`config.mk`:
```
export PLATFORM = sky130hd
export DESIGN_NAME = macctl_dev_ctrl
export DESIGN_NICKNAME = d
export VERILOG_FILES = /design/src/rtl/macctl_pkg.sv /design/src/rtl/macctl_rst_seq.sv /design/src/rtl/macctl_mode_regs.sv /design/src/rtl/macctl_keep_reg.sv /design/src/rtl/macctl_dev_ctrl.sv
export SDC_FILE = /design/constraint.sdc
export NUM_CORES = 1
export LEC_CHECK = 0
export CORE_MARGIN = 4
export CORE_UTILIZATION = 35
export DETAILED_ROUTE_END_ITERATION = 6
export GPL_ROUTABILITY_DRIVEN = 0
export PLACE_DENSITY = 0.75
export REMOVE_ABC_BUFFERS = 1
export SETUP_SLACK_MARGIN = 0.02
export SLEW_MARGIN = 20
export SYNTH_ARGS = -nofsm -noshare
export SYNTH_HDL_FRONTEND = slang
export SYNTH_SLANG_ARGS = --single-unit
```
`constraint.sdc`:
```
create_clock -name clk -period 2.37 [get_ports clk]
set_clock_uncertainty 0.05 [all_clocks]
set_input_delay 0.474 -clock clk [delete_from_list [all_inputs] [get_ports clk]]
set_output_delay 0.474 -clock clk [all_outputs]
set_load 0.02 [all_outputs]
```
`src/rtl/macctl_pkg.sv`:
```
package macctl_pkg;
   // Bit positions inside the control word
   localparam int CTL_DUPLEX = 0;
   localparam int CTL_SPD_LO = 8;
   localparam int CTL_SWRST  = 26;
   localparam int CTL_TXFC   = 28;
   localparam int CTL_RSVD   = 29;
   localparam int CTL_VLAN   = 30;
   localparam int CTL_PHYRST = 31;

   localparam logic [1:0] NVM_SIG_OK = 2'b01;

   typedef struct packed {
      logic       vlan;
      logic       txfc;
      logic [1:0] speed;
      logic       duplex;
   } mode_t;
endpackage

```
`src/rtl/macctl_rst_seq.sv`:
```
module macctl_rst_seq #(
   parameter int unsigned CYCLES = 125000
) (
   input  logic clk,
   input  logic rst_n,
   input  logic start,
   output logic busy
);
   localparam int unsigned CW = (CYCLES > 1) ? $clog2(CYCLES) : 1;
   localparam logic [CW-1:0] LOAD = CW'(CYCLES - 1);

   logic [CW-1:0] left_q;

   always_ff @(posedge clk or negedge rst_n) begin
      if (!rst_n) begin
         busy   <= 1'b0;
         left_q <= '0;
      end else if (start && !busy) begin
         busy   <= 1'b1;
         left_q <= LOAD;
      end else if (busy) begin
         if (left_q == '0) busy <= 1'b0;
         else              left_q <= left_q - 1'b1;
      end
   end


   window_hold_chk: assert property (@(posedge clk) disable iff (!rst_n)
      (busy && left_q != '0) |=> busy);


   window_load_chk: assert property (@(posedge clk) disable iff (!rst_n)
      $rose(busy) |-> (left_q == LOAD));
endmodule

```
`src/rtl/macctl_mode_regs.sv`:
```
module macctl_mode_regs
   import macctl_pkg::*;
#(
   parameter bit         DEF_DUPLEX = 1'b1,
   parameter logic [1:0] DEF_SPEED  = 2'b10
) (
   input  logic  clk,
   input  logic  rst_n,
   input  logic  clr,
   input  logic  host_we,
   input  mode_t host_val,
   input  logic  nvm_we,
   input  mode_t nvm_val,
   input  logic  an_en,
   input  logic  an_duplex,
   input  logic [1:0] an_speed,
   input  logic  an_txfc,
   output mode_t mode_q
);
   localparam mode_t DEFAULTS = '{vlan: 1'b0, txfc: 1'b0, speed: DEF_SPEED, duplex: DEF_DUPLEX};

   mode_t src, nxt;
   logic  src_we;

   always_comb begin
      src_we = host_we | nvm_we;
      src    = host_we ? host_val : nvm_val;
      nxt    = mode_q;
      if (src_we) begin
         nxt.vlan = src.vlan;
         if (!an_en) begin
            nxt.duplex = src.duplex;
            nxt.speed  = src.speed;
            nxt.txfc   = src.txfc;
         end
      end
      if (an_en) begin
         nxt.duplex = an_duplex;
         nxt.speed  = an_speed;
         nxt.txfc   = an_txfc;
      end
      if (clr) nxt = DEFAULTS;
   end

   always_ff @(posedge clk or negedge rst_n) begin
      if (!rst_n) mode_q <= DEFAULTS;
      else        mode_q <= nxt;
   end


   an_track_chk: assert property (@(posedge clk) disable iff (!rst_n)
      (an_en && !clr) |=> (mode_q.speed == $past(an_speed) && mode_q.duplex == $past(an_duplex)
                           && mode_q.txfc == $past(an_txfc)));


   clr_default_chk: assert property (@(posedge clk) disable iff (!rst_n)
      clr |=> (mode_q == DEFAULTS));
endmodule

```
`src/rtl/macctl_keep_reg.sv`:
```
module macctl_keep_reg #(
   parameter int unsigned W = 16
) (
   input  logic         clk,
   input  logic         rst_n,
   input  logic         we,
   input  logic [W-1:0] d,
   output logic [W-1:0] q
);
   always_ff @(posedge clk or negedge rst_n) begin
      if (!rst_n)  q <= '0;
      else if (we) q <= d;
   end
endmodule

```
`src/rtl/macctl_dev_ctrl.sv`:
```
module macctl_dev_ctrl
   import macctl_pkg::*;
#(
   parameter int unsigned ADDR_W     = 16,
   parameter int unsigned CTRL_OFS   = 'h0000,
   parameter bit          ALIAS_EN   = 1'b1,
   parameter int unsigned ALIAS_OFS  = 'h0004,
   parameter int unsigned ALLOC_OFS  = 'h1000,
   parameter int unsigned ALLOC_W    = 16,
   parameter int unsigned RST_CYCLES = 125000,
   parameter bit          DEF_DUPLEX = 1'b1,
   parameter logic [1:0]  DEF_SPEED  = 2'b10
) (
   input  logic              clk,
   input  logic              rst_n,
   input  logic              req_wr,
   input  logic [ADDR_W-1:0] req_addr,
   input  logic [31:0]       req_wdata,
   output logic [31:0]       rd_data,
   input  logic              fw_gate,
   input  logic              an_en,
   input  logic              an_duplex,
   input  logic [1:0]        an_speed,
   input  logic              an_txfc,
   input  logic              nvm_load,
   input  logic [1:0]        nvm_sig,
   input  logic [31:0]       nvm_word,
   output logic              soft_rst_o,
   output logic              phy_rst_req_o,
   output logic              duplex_o,
   output logic [1:0]        speed_o,
   output logic              vlan_en_o,
   output logic              txfc_en_o
);
   // Elaboration-time parameter checks
   if (RST_CYCLES < 1) begin : g_bad_cycles
      $error("RST_CYCLES must be at least 1");
   end
   if (ALLOC_W < 1 || ALLOC_W > 32) begin : g_bad_alloc_w
      $error("ALLOC_W must be within 1..32");
   end
   if (ADDR_W < 4) begin : g_bad_addr_w
      $error("ADDR_W too small for the alias offset");
   end

   logic main_hit, alias_hit, ctrl_hit, alloc_hit;
   logic busy, sr_start, host_we, nvm_we, alloc_we, phy_q;
   mode_t host_val, nvm_val, mode_q;
   logic [ALLOC_W-1:0] alloc_q;

   assign main_hit  = (req_addr == ADDR_W'(CTRL_OFS));
   assign alloc_hit = (req_addr == ADDR_W'(ALLOC_OFS));

   if (ALIAS_EN) begin : g_alias
      assign alias_hit = (req_addr == ADDR_W'(ALIAS_OFS));
   end else begin : g_no_alias
      assign alias_hit = 1'b0;
   end

   assign ctrl_hit = main_hit | alias_hit;
   assign sr_start = req_wr && ctrl_hit && req_wdata[CTL_SWRST] && !busy;
   assign host_we  = req_wr && ctrl_hit && !busy;
   assign nvm_we   = nvm_load && (nvm_sig == NVM_SIG_OK) && !busy;
   assign alloc_we = req_wr && alloc_hit && !busy;

   function automatic mode_t word2mode(input logic [31:0] w);
      mode_t m;
      m.vlan   = w[CTL_VLAN];
      m.txfc   = w[CTL_TXFC];
      m.speed  = w[CTL_SPD_LO +: 2];
      m.duplex = w[CTL_DUPLEX];
      return m;
   endfunction

   assign host_val = word2mode(req_wdata);
   assign nvm_val  = word2mode(nvm_word);

   macctl_rst_seq #(.CYCLES(RST_CYCLES)) u_seq (
      .clk   (clk),
      .rst_n (rst_n),
      .start (sr_start),
      .busy  (busy)
   );

   macctl_mode_regs #(.DEF_DUPLEX(DEF_DUPLEX), .DEF_SPEED(DEF_SPEED)) u_mode (
      .clk       (clk),
      .rst_n     (rst_n),
      .clr       (sr_start),
      .host_we   (host_we),
      .host_val  (host_val),
      .nvm_we    (nvm_we),
      .nvm_val   (nvm_val),
      .an_en     (an_en),
      .an_duplex (an_duplex),
      .an_speed  (an_speed),
      .an_txfc   (an_txfc),
      .mode_q    (mode_q)
   );

   macctl_keep_reg #(.W(ALLOC_W)) u_alloc (
      .clk   (clk),
      .rst_n (rst_n),
      .we    (alloc_we),
      .d     (req_wdata[ALLOC_W-1:0]),
      .q     (alloc_q)
   );

   always_ff @(posedge clk or negedge rst_n) begin
      if (!rst_n) phy_q <= 1'b0;
      else        phy_q <= sr_start && req_wdata[CTL_PHYRST] && fw_gate;
   end

   always_comb begin
      rd_data = '0;
      if (ctrl_hit) begin
         rd_data[CTL_DUPLEX]        = mode_q.duplex;
         rd_data[CTL_SPD_LO +: 2]   = mode_q.speed;
         rd_data[CTL_SWRST]         = busy;
         rd_data[CTL_TXFC]          = mode_q.txfc;
         rd_data[CTL_RSVD]          = 1'b0;
         rd_data[CTL_VLAN]          = mode_q.vlan;
         rd_data[CTL_PHYRST]        = phy_q;
      end else if (alloc_hit) begin
         rd_data[ALLOC_W-1:0] = alloc_q;
      end
   end

   assign soft_rst_o    = busy;
   assign phy_rst_req_o = phy_q;
   assign duplex_o      = mode_q.duplex;
   assign speed_o       = mode_q.speed;
   assign vlan_en_o     = mode_q.vlan;
   assign txfc_en_o     = mode_q.txfc;

   logic unused_bits;
   assign unused_bits = ^{req_wdata, nvm_word};


   phy_single_chk: assert property (@(posedge clk) disable iff (!rst_n)
      phy_q |=> !phy_q);


   phy_in_reset_chk: assert property (@(posedge clk) disable iff (!rst_n)
      phy_q |-> busy);


   phy_gate_chk: assert property (@(posedge clk) disable iff (!rst_n)
      phy_q |-> $past(fw_gate));


   alloc_hold_chk: assert property (@(posedge clk) disable iff (!rst_n)
      busy |=> $stable(alloc_q));


   rsvd_zero_chk: assert property (@(posedge clk) disable iff (!rst_n)
      ctrl_hit |-> (rd_data[CTL_RSVD] == 1'b0));
endmodule

```
[Yosys cells after proc, flatten, opt, wreduce, memory -nomap -nowiden]
Index checks and enable logic that the tools add are counted.
Storage, ports and cells
  input bits: 92
  flip-flop bits (word level): 40
Operators by class
  equality and inequality tests: 4
  reduce and logical (&&, ||, !) cells: 18
  muxes and demuxes: 18
  bitwise logic cells: 2
  add/subtract/negate cells: 1
Operators with widths (number)
  $mux W17: 3
  $logic_not A17 Y1: 1
  $sub A17 B1 Y17 const B: 1
  $eq A16 B13 Y1 const B: 1
  $eq A16 B3 Y1 const B: 1
  $logic_not A16 Y1: 1
  $mux W16: 1
  $mux W5: 3
  $mux W4: 3
  $logic_and A1 B1 Y1: 11
  $mux W7: 1
  $mux W6: 1
  $mux W1: 5
  $reduce_bool A2 Y1: 2
  $reduce_bool A3 Y1: 1
  $eq A2 B1 Y1 const B: 1
  $mux W2: 1
  $ne A2 B1 Y1 const B: 1
  $or A1 B1 Y1: 2
  $reduce_and A2 Y1: 1
  $logic_not A1 Y1: 1

[Longest topological paths before layout]
  depth after elaboration: 9
  gate-level depth with buffers: 7

[Hierarchy]
From an unflattened synthesis, not the netlist that was laid out.
Second synthesis, totals
  cells, all modules: 230
  area total of the unflattened synthesis: 2484.9 sq um
By module, submodules not included
  macctl_rst_seq: area each 1033.5 sq um, cells each 109, times used 1
  macctl_keep_reg: area each 649.4 sq um, cells each 34, times used 1
  macctl_dev_ctrl: area each 462.9 sq um, cells each 58, times used 1
  macctl_mode_regs: area each 339.1 sq um, cells each 29, times used 1

[Worst setup path before layout]
No wires, ideal clock.
  path kind: in2out
  start: input port req_addr[3]
  end: output port rd_data[11]
  path slack: 0.108 ns
  path buffers: 1
  arrival time: 1.738 ns
  stages: 5
  cells stage by stage: nor4_4 -> nand4_4 -> nor3_2 -> clkbuf_1 -> and2_1
Between the ends
  word-level cells in the longest chain between the ends: 3
  elaborated cells between the ends (all ways): 6
RTL lines
  start: declaration: RTL line macctl_dev_ctrl.sv:17  | input logic [ADDR_W-1:0] req_addr,
  $eq A16 B13 Y1, or another cell as far along: RTL line macctl_dev_ctrl.sv:52  | assign alloc_hit = (req_addr == ADDR_W'(ALLOC_OFS));
  $mux W16 or $or A1 B1 Y1 (tied branches): RTL line macctl_dev_ctrl.sv:123, macctl_dev_ctrl.sv:60
  $mux W6 (*): RTL line macctl_dev_ctrl.sv:115  | if (ctrl_hit) begin
  end: declaration: RTL line macctl_dev_ctrl.sv:19  | output logic [31:0] rd_data,
Mark *: on every way between the ends. The rest lies on a longest branch, timed or not.

[Final worst setup path]
  start: input port req_addr[13]
  end: output port rd_data[8]
Between the ends
  word-level cells in the longest chain between the ends: 3
  elaborated cells between the ends (all ways): 6
RTL lines (RTL line)
  $eq A16 B13 Y1, or another cell as far along: macctl_dev_ctrl.sv:52
  $mux W16 or $or A1 B1 Y1 (tied branches): macctl_dev_ctrl.sv:123, macctl_dev_ctrl.sv:60
  $mux W2 (*): macctl_dev_ctrl.sv:115
Marked as above.

==> run summary <==
Synth Flop Type -> dfrtp_1
Sw power -> 0.342 mW
Hold Vio Cnt, Final -> 0
Total Power -> 1.45 mW
Drt pass-1 iters -> 4
Slack of the critical path -> 0.115 ns
Vias per inst -> 5.33
Slowest stage delay, CP -> 0.34 ns
Outcome -> finished, final reports clean
Layout cells sized above 1 -> 0.263
Xor and xnor area share after synthesis -> 0
Largest family of logic cells by synthesized area -> simple AND/OR/NAND/NOR gates
Clock network fraction of design power -> 0.394
CTS tree -> built
Die H -> 90.8 um
Worst vdd ir -> 0.230 mV
Fin crit period -> 2.26 ns
Mux contribution to synthesized area -> 0.0877
Starting DRT DRC Count -> 122
Via count -> 2155
Port Buf Inserts -> 79
Sequence of cells on the critical path -> buf_2 -> nor4_4 -> nand4_4 -> nor3_4 -> buf_6 -> a22o_1 -> buf_6
Hold Buf Count CTS -> 0
Setup TNS -> 0 ns
Most frequent cells in the layout -> 44 x clkdlybuf4s50_1, 38 x dfrtp_1, 22 x buf_4
Nets -> 420
# diodes -> 0
Initial antenna violation count -> 0
Register bit total from synthesis -> 40
Async set-reset flop share out of synthesis -> 1.00
P per Cell Area -> 421 nW/um^2
F_max -> 443 MHz
First-pass GRT wire length -> 10.6 mm
Routed WL -> 6.47 mm
Die area -> 8240 um^2
CP Capture Type -> output port
Num Clock Sinks -> 40
Final period utilization -> 0.952
Syn Inst Count -> 228
Largest net degree at the start of global routing -> 18
Synth cell types -> 47
Post-Synth Simple-Gate Area -> 0.282
Commonest non-fill, non-tap cell in the layout -> clkdlybuf4s50_1
WP data required -> 1.85 ns
Die width -> 90.8 um
Int Pwr -> 1.11 mW
# fillers -> 587
# IOs -> 131
Worst setup SP type -> primary input
Switching part of the total -> 0.236
Setup Crit Path Kind -> primary input to output port
Worst setup startpoint -> req_addr[13]
Cts bufs inserted -> 5
Post-Route Utilization -> 0.529
Adder-cell area share of the yosys netlist -> 0.0104
Vias in the first global route -> 2095
Worst hold path class -> primary input to async pin
Final HPWL DP -> 4.90 mm
Area growth, synth to finish -> 43.4%
Grt ovf -> 0
Synthesized area -> 2400 um^2
Cell repeated most along the worst path -> buf_6
Synth Area in Compound Gates -> 0.133
Clock-pin slew on the worst setup and hold paths -> 0.08 ns
Routed length per placed instance -> 16.0 um
Register area share after synthesis -> 0.419
EDFF count, synth -> 0
Synth warn -> 0
Sequential share of power -> 0.481
Max-slew violation count -> 0
Antenna Nets Post-Route -> 0
RSZ-0062 raised after global routing -> no
Overall Global Routing Usage -> 0.156
Multi-input logic area -> 1300 um^2
Worst path arrival time -> 1.73 ns
Register Area -> 1000 um^2
Avg Cell Area, Syn -> 10.5 um^2
Final hold slack -> 0.0506 ns
Total core area -> 6490 um^2
Combinational Power Share -> 0.125
Pre-CTS setup slack -> -0.763 ns
Clock Path Buffers -> 2
Leak Pwr -> 1.49 nW
Worst skew pair latency -> 0.30 ns
CTS Root Buffer Type -> clkbuf_8
CTS H-tree lvls -> 2
Std cell rows -> 29
CP max stage cell -> nor4_4
Total of max-cap violations -> 0
Starting density of the core -> 0.369
Residual DRC count -> 0
Critical R2R Launch -> u_seq.left_q[0]
# setup viols final -> 0
Crit Path Max Fanout -> 8
==> final timing paths <==
kind	end	slack [ns]	depth (start not counted)
min	u_seq.left_q[4]	0.05	1
max in group asynchronous	u_mode.mode_q[0]	1.62	2
max	rd_data[8]	0.11	7
max reg2reg	u_seq.left_q[4]	0.21	7
min in group clk	u_alloc.q[6]	0.43	1
min reg2reg	u_alloc.q[6]	0.43	1
==> timing repair <==
item,4_1_cts,5_1_grt
endpoints found under the setup margin,20,18
gates cloned,1,0
pin swaps,7,6
resized for setup,139,12
endpoints found under the hold margin,0,0
setup buffers,1,0
==> per-stage QoR <==
stage          instance area (um^2)  cells
2_1_floorplan                  2300    219
3_3_place_gp                   3340    394
3_5_place_dp                   3340    394
4_1_cts                        3410    404
5_1_grt                        3440    404
6_report                       3440    404
==> flip-flops by register name, summed over array words and instances, names as in the netlist <==
register,cells
u_alloc.q,16
u_seq.busy,1
u_seq.left_q,17
phy_rst_req_o,1
u_mode.mode_q,5
==> power groups by stage <==
stage / clock, mW / combinational (mW) / sequential, mW
2_1_floorplan: 0 / 0.0407 / 0.718
3_3_place_gp: 0 / 0.184 / 0.710
3_5_place_dp: 0 / 0.187 / 0.710
4_1_cts: 0.585 / 0.179 / 0.697
5_1_grt: 0.612 / 0.193 / 0.698
6_report: 0.571 / 0.181 / 0.697
==> worst max-delay path, delay by kind of cell <==
family | cells | cell delay, ns
AND/OR/NAND/NOR | 3 | 0.71
AO/OA/AOI/OAI | 1 | 0.15
buffers and inverters | 3 | 0.40
==> cell usage after synthesis, types with 2 or more instances <==
cell      number  share of area
buf_4         14          0.044
a32o_1         2         0.0084
o21ai_0       11          0.023
o22a_1         2         0.0073
or4_4          2         0.0094
clkbuf_1       4         0.0063
nor2_1         9          0.014
nor3_1         4         0.0084
dfstp_2        2          0.022
nand3_1       10          0.021
a221oi_1       2         0.0073
mux2_1        11          0.052
inv_1          7          0.011
mux2i_1        3          0.013
or4b_2         2         0.0084
nand4_1        2         0.0052
ha_1           2          0.010
mux2_2         5          0.023
a21oi_1       12          0.025
nor4_4         5          0.044
a21boi_0       2         0.0063
a22o_1         3          0.011
and2_1        13          0.034
o211ai_1       2         0.0063
dfrtp_1       38           0.40
and3_1         5          0.013
o31ai_1       10          0.031
nand2b_1       4          0.010
or4_1         11          0.034
or3_1          9          0.023
nand2_1        4         0.0063
==> metal layers <==
| layer | share of wire | global-route usage |
|---|---|---|
| met4 | 0.0065 | 0.0230 |
| met5 | 0 | 0 |
| met1 | 0.43 | 0.197 |
| met3 | 0.052 | 0.0450 |
| met2 | 0.51 | 0.269 |
==> layout make-up <==
cell class | count | share of cell area
Clock inverter | 3 | 0.0138
Clock buffer | 5 | 0.0200
Sequential cell | 40 | 0.292
Inverter | 7 | 0.00764
Timing Repair Buffer | 100 | 0.260
Tap cell | 77 | 0.0280
Multi-Input combinational cell | 172 | 0.379
==> kinds of logic (layout without fill, tap and decap cells) <==
group,count (synthesis),after routing
buffers and inverters,27,115
AOI/OAI and AO/OA,48,48
adders and majority gates,2,2
DFF,40,40
and+or+nand+nor,91,91
muxes,19,19
other,1,12
(Power assumes the default switching activity.)
